<file path="src/rtl/vic_pkg.sv">
package vic_pkg;
  localparam int VN_W     = 5;
  localparam int REG_W    = 16;
  localparam int ADDR_W   = 12;
  localparam logic [ADDR_W-1:0] VEC_ADDR  = 12'h930;
  localparam logic [ADDR_W-1:0] INSV_ADDR = 12'h940;
  localparam logic [ADDR_W-1:0] PEND_ADDR = 12'h942;
  localparam logic [ADDR_W-1:0] EVT_BASE  = 12'h960;
  localparam logic [ADDR_W-1:0] MSK_BASE  = 12'h980;

  function automatic logic [VN_W-1:0] src_code(input int idx);
    return VN_W'(idx + 1);
  endfunction
endpackage

</file>
<file path="src/rtl/vic_source.sv">
module vic_source #(
  parameter int EVT_W    = 4,
  parameter bit IS_MULTI = 1'b0
) (
  input  logic             clk,
  input  logic             rst_n,
  input  logic [EVT_W-1:0] evt_in,
  input  logic             evt_wr,
  input  logic             msk_wr,
  input  logic [EVT_W-1:0] wdata,
  input  logic             ack_win,
  output logic             pend,
  output logic [EVT_W-1:0] evt_q,
  output logic [EVT_W-1:0] msk_q
);
  generate
    if (IS_MULTI) begin : g_multi
      logic [EVT_W-1:0] evt_r, msk_r;
      always_ff @(posedge clk) begin
        if (!rst_n) begin
          evt_r <= '0;
          msk_r <= '0;
        end else begin
          evt_r <= (evt_wr ? (evt_r & ~wdata) : evt_r) | evt_in;
          if (msk_wr) msk_r <= wdata;
        end
      end
      assign pend  = |(evt_r & msk_r);
      assign evt_q = evt_r;
      assign msk_q = msk_r;

      AST_MULTI_KEEP: assert property (@(posedge clk) disable iff (!rst_n)
        (ack_win && pend && !evt_wr && !msk_wr) |=> pend);
    end else begin : g_single
      logic pend_r;
      always_ff @(posedge clk) begin
        if (!rst_n)          pend_r <= 1'b0;
        else if (|evt_in)    pend_r <= 1'b1;
        else if (ack_win)    pend_r <= 1'b0;
      end
      assign pend  = pend_r;
      assign evt_q = '0;
      assign msk_q = '0;

      AST_SINGLE_CLEAR: assert property (@(posedge clk) disable iff (!rst_n)
        (ack_win && !(|evt_in)) |=> !pend);
    end
  endgenerate
endmodule

</file>
<file path="src/rtl/vic_arbiter.sv">
module vic_arbiter
  import vic_pkg::*;
#(
  parameter int N_SRC = 6
) (
  input  logic             clk,
  input  logic             rst_n,
  input  logic [N_SRC-1:0] elig,
  output logic [N_SRC-1:0] grant,
  output logic [VN_W-1:0]  code
);
  always_comb begin
    grant = '0;
    code  = '0;
    for (int i = N_SRC - 1; i >= 0; i--) begin
      if (elig[i]) begin
        grant = '0;
        grant[i] = 1'b1;
        code = src_code(i);
      end
    end
  end

  AST_GRANT_ONEHOT: assert property (@(posedge clk) disable iff (!rst_n)
    $onehot0(grant) && ((grant & ~elig) == '0));
  AST_EMPTY_CODE: assert property (@(posedge clk) disable iff (!rst_n)
    (elig == '0) |-> (code == '0));
endmodule

</file>
<file path="src/rtl/irq_vector_ctrl.sv">
module irq_vector_ctrl
  import vic_pkg::*;
#(
  parameter int             N_SRC      = 6,
  parameter int             EVT_W      = 4,
  parameter logic [N_SRC-1:0] MULTI_MASK = 6'b101000
) (
  input  logic                   clk,
  input  logic                   rst_n,
  input  logic [N_SRC*EVT_W-1:0] evt_set,
  input  logic                   bus_wr,
  input  logic [ADDR_W-1:0]      bus_addr,
  input  logic [REG_W-1:0]       bus_wdata,
  output logic [REG_W-1:0]       bus_rdata,
  output logic                   irq
);
  localparam int VN_LSB = REG_W - VN_W;

  logic [N_SRC-1:0] pend, insv, elig, grant, ack_win;
  logic [N_SRC-1:0] evt_wr, msk_wr;
  logic [EVT_W-1:0] evt_q [N_SRC];
  logic [EVT_W-1:0] msk_q [N_SRC];
  logic [VN_W-1:0]  code, vn_q;
  logic             ack_q, ack_fire, insv_wr;

  assign ack_fire = bus_wr && (bus_addr == VEC_ADDR) && bus_wdata[0] && !ack_q;
  assign insv_wr  = bus_wr && (bus_addr == INSV_ADDR);
  assign elig     = pend & ~insv;
  assign ack_win  = ack_fire ? grant : '0;
  assign irq      = |elig;

  genvar g;
  generate
    for (g = 0; g < N_SRC; g++) begin : g_src
      assign evt_wr[g] = bus_wr && (bus_addr == EVT_BASE + ADDR_W'(2 * g));
      assign msk_wr[g] = bus_wr && (bus_addr == MSK_BASE + ADDR_W'(2 * g));
      vic_source #(.EVT_W(EVT_W), .IS_MULTI(MULTI_MASK[g])) u_src (
        .clk(clk), .rst_n(rst_n),
        .evt_in(evt_set[g*EVT_W +: EVT_W]),
        .evt_wr(evt_wr[g]), .msk_wr(msk_wr[g]),
        .wdata(bus_wdata[EVT_W-1:0]),
        .ack_win(ack_win[g]),
        .pend(pend[g]), .evt_q(evt_q[g]), .msk_q(msk_q[g])
      );
    end
  endgenerate

  vic_arbiter #(.N_SRC(N_SRC)) u_arb (
    .clk(clk), .rst_n(rst_n), .elig(elig), .grant(grant), .code(code)
  );

  always_ff @(posedge clk) begin
    if (!rst_n) begin
      vn_q  <= '0;
      ack_q <= 1'b0;
      insv  <= '0;
    end else begin
      ack_q <= ack_fire;
      if (ack_fire) vn_q <= code;
      insv <= (insv_wr ? (insv & ~bus_wdata[N_SRC-1:0]) : insv) | ack_win;
    end
  end

  always_comb begin
    bus_rdata = '0;
    if (bus_addr == VEC_ADDR) begin
      bus_rdata[REG_W-1:VN_LSB] = vn_q;
      bus_rdata[0] = ack_q;
    end else if (bus_addr == INSV_ADDR) begin
      bus_rdata[N_SRC-1:0] = insv;
    end else if (bus_addr == PEND_ADDR) begin
      bus_rdata[N_SRC-1:0] = pend;
    end
    for (int i = 0; i < N_SRC; i++) begin
      if (bus_addr == EVT_BASE + ADDR_W'(2 * i)) bus_rdata[EVT_W-1:0] = evt_q[i];
      if (bus_addr == MSK_BASE + ADDR_W'(2 * i)) bus_rdata[EVT_W-1:0] = msk_q[i];
    end
  end

  AST_ACK_ONE_CYCLE: assert property (@(posedge clk) disable iff (!rst_n)
    (ack_q && !bus_wr) |=> !ack_q);
  AST_VN_HOLD: assert property (@(posedge clk) disable iff (!rst_n)
    !ack_fire |=> $stable(vn_q));
  AST_INSV_SET: assert property (@(posedge clk) disable iff (!rst_n)
    (ack_fire && (grant != '0)) |=> ((insv & $past(grant)) != '0));
  AST_PEND_RO: assert property (@(posedge clk) disable iff (!rst_n)
    (bus_wr && bus_addr == PEND_ADDR && evt_set == '0 && !ack_fire &&
     (pend & MULTI_MASK) == '0) |=> $stable(pend));
endmodule

</file>
<file path="config.mk">
export PLATFORM = sky130hd
export DESIGN_NAME = irq_vector_ctrl
export DESIGN_NICKNAME = d
export VERILOG_FILES = /design/src/rtl/vic_pkg.sv /design/src/rtl/vic_source.sv /design/src/rtl/vic_arbiter.sv /design/src/rtl/irq_vector_ctrl.sv
export SDC_FILE = /design/constraint.sdc
export NUM_CORES = 1
export LEC_CHECK = 0
export ABC_AREA = 1
export BUFFER_PORTS_ARGS = -buffer_cell sky130_fd_sc_hd__buf_2
export CAP_MARGIN = 20
export CORE_MARGIN = 2
export CORE_UTILIZATION = 43
export DETAILED_ROUTE_END_ITERATION = 6
export PLACE_DENSITY = 0.64
export SLEW_MARGIN = 10
export SYNTH_ARGS = -nofsm -noshare
export SYNTH_HDL_FRONTEND = slang
export SYNTH_HIERARCHICAL = 1
export SYNTH_SLANG_ARGS = --single-unit
</file>
<file path="constraint.sdc">
create_clock -name clk -period 4.6 [get_ports clk]
set_clock_uncertainty 0.05 [all_clocks]
set_input_delay 0.69 -clock clk [delete_from_list [all_inputs] [get_ports clk]]
set_output_delay 0.69 -clock clk [all_outputs]
set_load 0.02 [all_outputs]
</file>
==> out/metrics.cfg <==
[die]
pin_count = 72
core-area_mm2 = 0.00599
die_area_mm2 = 0.00694
num_rows = 28
start_util_pct = 45.1
die_x_um = 83.3
die_y_um = 83.3

[pwr]
vdd_drop_max_mv = 0.164
p_int_w = 0.000432
p_leak_nw = 1.61
seq_power_share_pct = 50.1
power_switching_w = 0.000146
p_comb_share_pct = 12.5
p_sw_share_pct = 25.2
powerDensity_mw_per_mm2 = 193
p_clk_share_pct = 37.3

[drt]
drc = 0
totalWireLength_um = 5870
wl_per_cell_um = 9.77
drtIter0Drc = 91
num_vias = 2683
drt_pass1_iterations = 4
drtAntennaViolNets = 0
vias_per_cell = 4.46

[cts]
cts_made_buffers = 5
clk_latency_ns = 0.27
tritoncts = yes
htree_levels = 2
clockBufferDepth = 2
cts-resized-gates = 0
root_buffer = clkbuf_8
clk_pin_slew_worst_paths_ns = 0.06
cts_sinks = 32
cts_setup_buffers = 0
hold_buffers = 0

[cells_and_area]
antenna_cells = 0
drive_above_1_share_pct = 17.7
regArea_um2 = 641
final_common_cell = nand2_1
synthToLayoutAreaGrowth_pct = 10.6
nets = 580
multiInputGateArea_mm2 = 0.00159
mostFrequentLayoutCells = nand2_1, inv_1, nor2_1
fillers = 661

[timing]
fin_crit_ns = 3.51
setup_viol = 0
period_share_pct = 76.3
slew_headroom_pct = 61.2
grt_setup_unrepaired = no
maxSlewViolCount = 0
worst_pin_slew_ns = 0.579
max_clock_freq_mhz = 285
hold_violations = 0
hold_ws_ns = 0.402
tns_ns = 0

[synthesis]
synth_area_per_cell_um2 = 5.75
netlist_instances = 470
synth_area_mm2 = 0.00270
synth_warnings = 6

[place]
hpwlAfterDp_um = 4810
io_buffer_count = 56
place_congestion = 0.898

[global_routing]
grt_max_degree = 21
grt_pass1_vias = 2444
grt_overflow = 0
grt_first_pass_wirelength_um = 10500
antenna_found_initial = 0
grt_use_total_pct = 17.7

[hold_path]
min_path_type = reg -> reg

[run]
cap_violations = 0

[critical_path]
cp-start-kind = primary input
cp.arrival_ns = 2.77
critPathKind = in -> out
worstPathRequired_ns = 3.86
setup.worst_path.end_class = output pin
r2r_slack_ns = 3.02
critPathMaxFanout = 10

[status]
status = finished, final reports clean

-- per-stage QoR --
step | cell area (um^2) | total power, W | setup slack [ns] | util, % | std cells
6_report | 2990 | 0.000578 | 1.09 | 49.9 | 601
2_1_floorplan | 2830 | 0.000358 | 1.52 | - | 503
3_3_place_gp | 2900 | 0.000366 | 1.09 | 48.4 | 593
4_1_cts | 2990 | 0.000584 | 1.06 | 49.9 | 601
5_1_grt | 2990 | 0.000614 | 0.739 | 49.9 | 601
3_5_place_dp | 2900 | 0.000368 | 1.07 | 48.4 | 593
-- final cells by class --
type                       count  area share (%)
clock buffer                   8            3.01
tap                           75            3.14
multi-input combinational    352            53.2
timing repair buffer          57            9.62
inverter                      77            9.66
sequential                    32            21.4
-- power by group through the flow --
stage / Sequential (W) / Clock, W / Combinational, W
5_1_grt: 0.000291 / 0.000239 / 0.0000842
3_5_place_dp: 0.000296 / 0 / 0.0000719
2_1_floorplan: 0.000294 / 0 / 0.0000641
6_report: 0.000290 / 0.000216 / 0.0000726
3_3_place_gp: 0.000296 / 0 / 0.0000704
4_1_cts: 0.000290 / 0.000221 / 0.0000724
-- path summary, 6_finish.rpt --
check,startpoint,endpoint,cells after the start
max,bus_addr[2],bus_rdata[0],25
min,vn_q[4]$_SDFFE_PN0P_,vn_q[4]$_SDFFE_PN0P_,2
max reg2reg,ack_q$_SDFF_PN0_,vn_q[1]$_SDFFE_PN0P_,5
min reg2reg,vn_q[4]$_SDFFE_PN0P_,vn_q[4]$_SDFFE_PN0P_,2
-- flip-flops by register name (all words and copies together) (netlist names) --
register and flops:
insv 6, g_src.u_src/pend 4, ack_q 1, vn_q 5, g_src.u_src/evt_q 8, g_src.u_src/msk_q 8
-- layer usage --
layer	up-vias	track usage (%)	wire [um]
li1	1477	-	-
met1	1140	24.0	2990
met2	58	29.5	2580
met3	8	2.49	229
met4	0	4.32	76
met5	-	0	0
-- worst max-delay path, stage by stage --
cell and delay [ns]:
buf_2 0.12, nor2_2 0.13, nand2_2 0.13, nor2_8 0.21, nand2_4 0.11, or2_4 0.27, nand3_2 0.07, nand2_1 0.05
nand2_1 0.05, nand2_1 0.04, nand2_1 0.06, nand2_1 0.05, nand2_1 0.06, nand2_1 0.04, nand2_1 0.05, nand2_1 0.04
nand2_1 0.06, nand2_1 0.04, nand2_1 0.06, nand2_1 0.05, nand2_1 0.05, nand2_1 0.06, nand2_1 0.06, nand2_1 0.04
buf_2 0.15
Note: power is estimated with default switching activity, not from simulation.
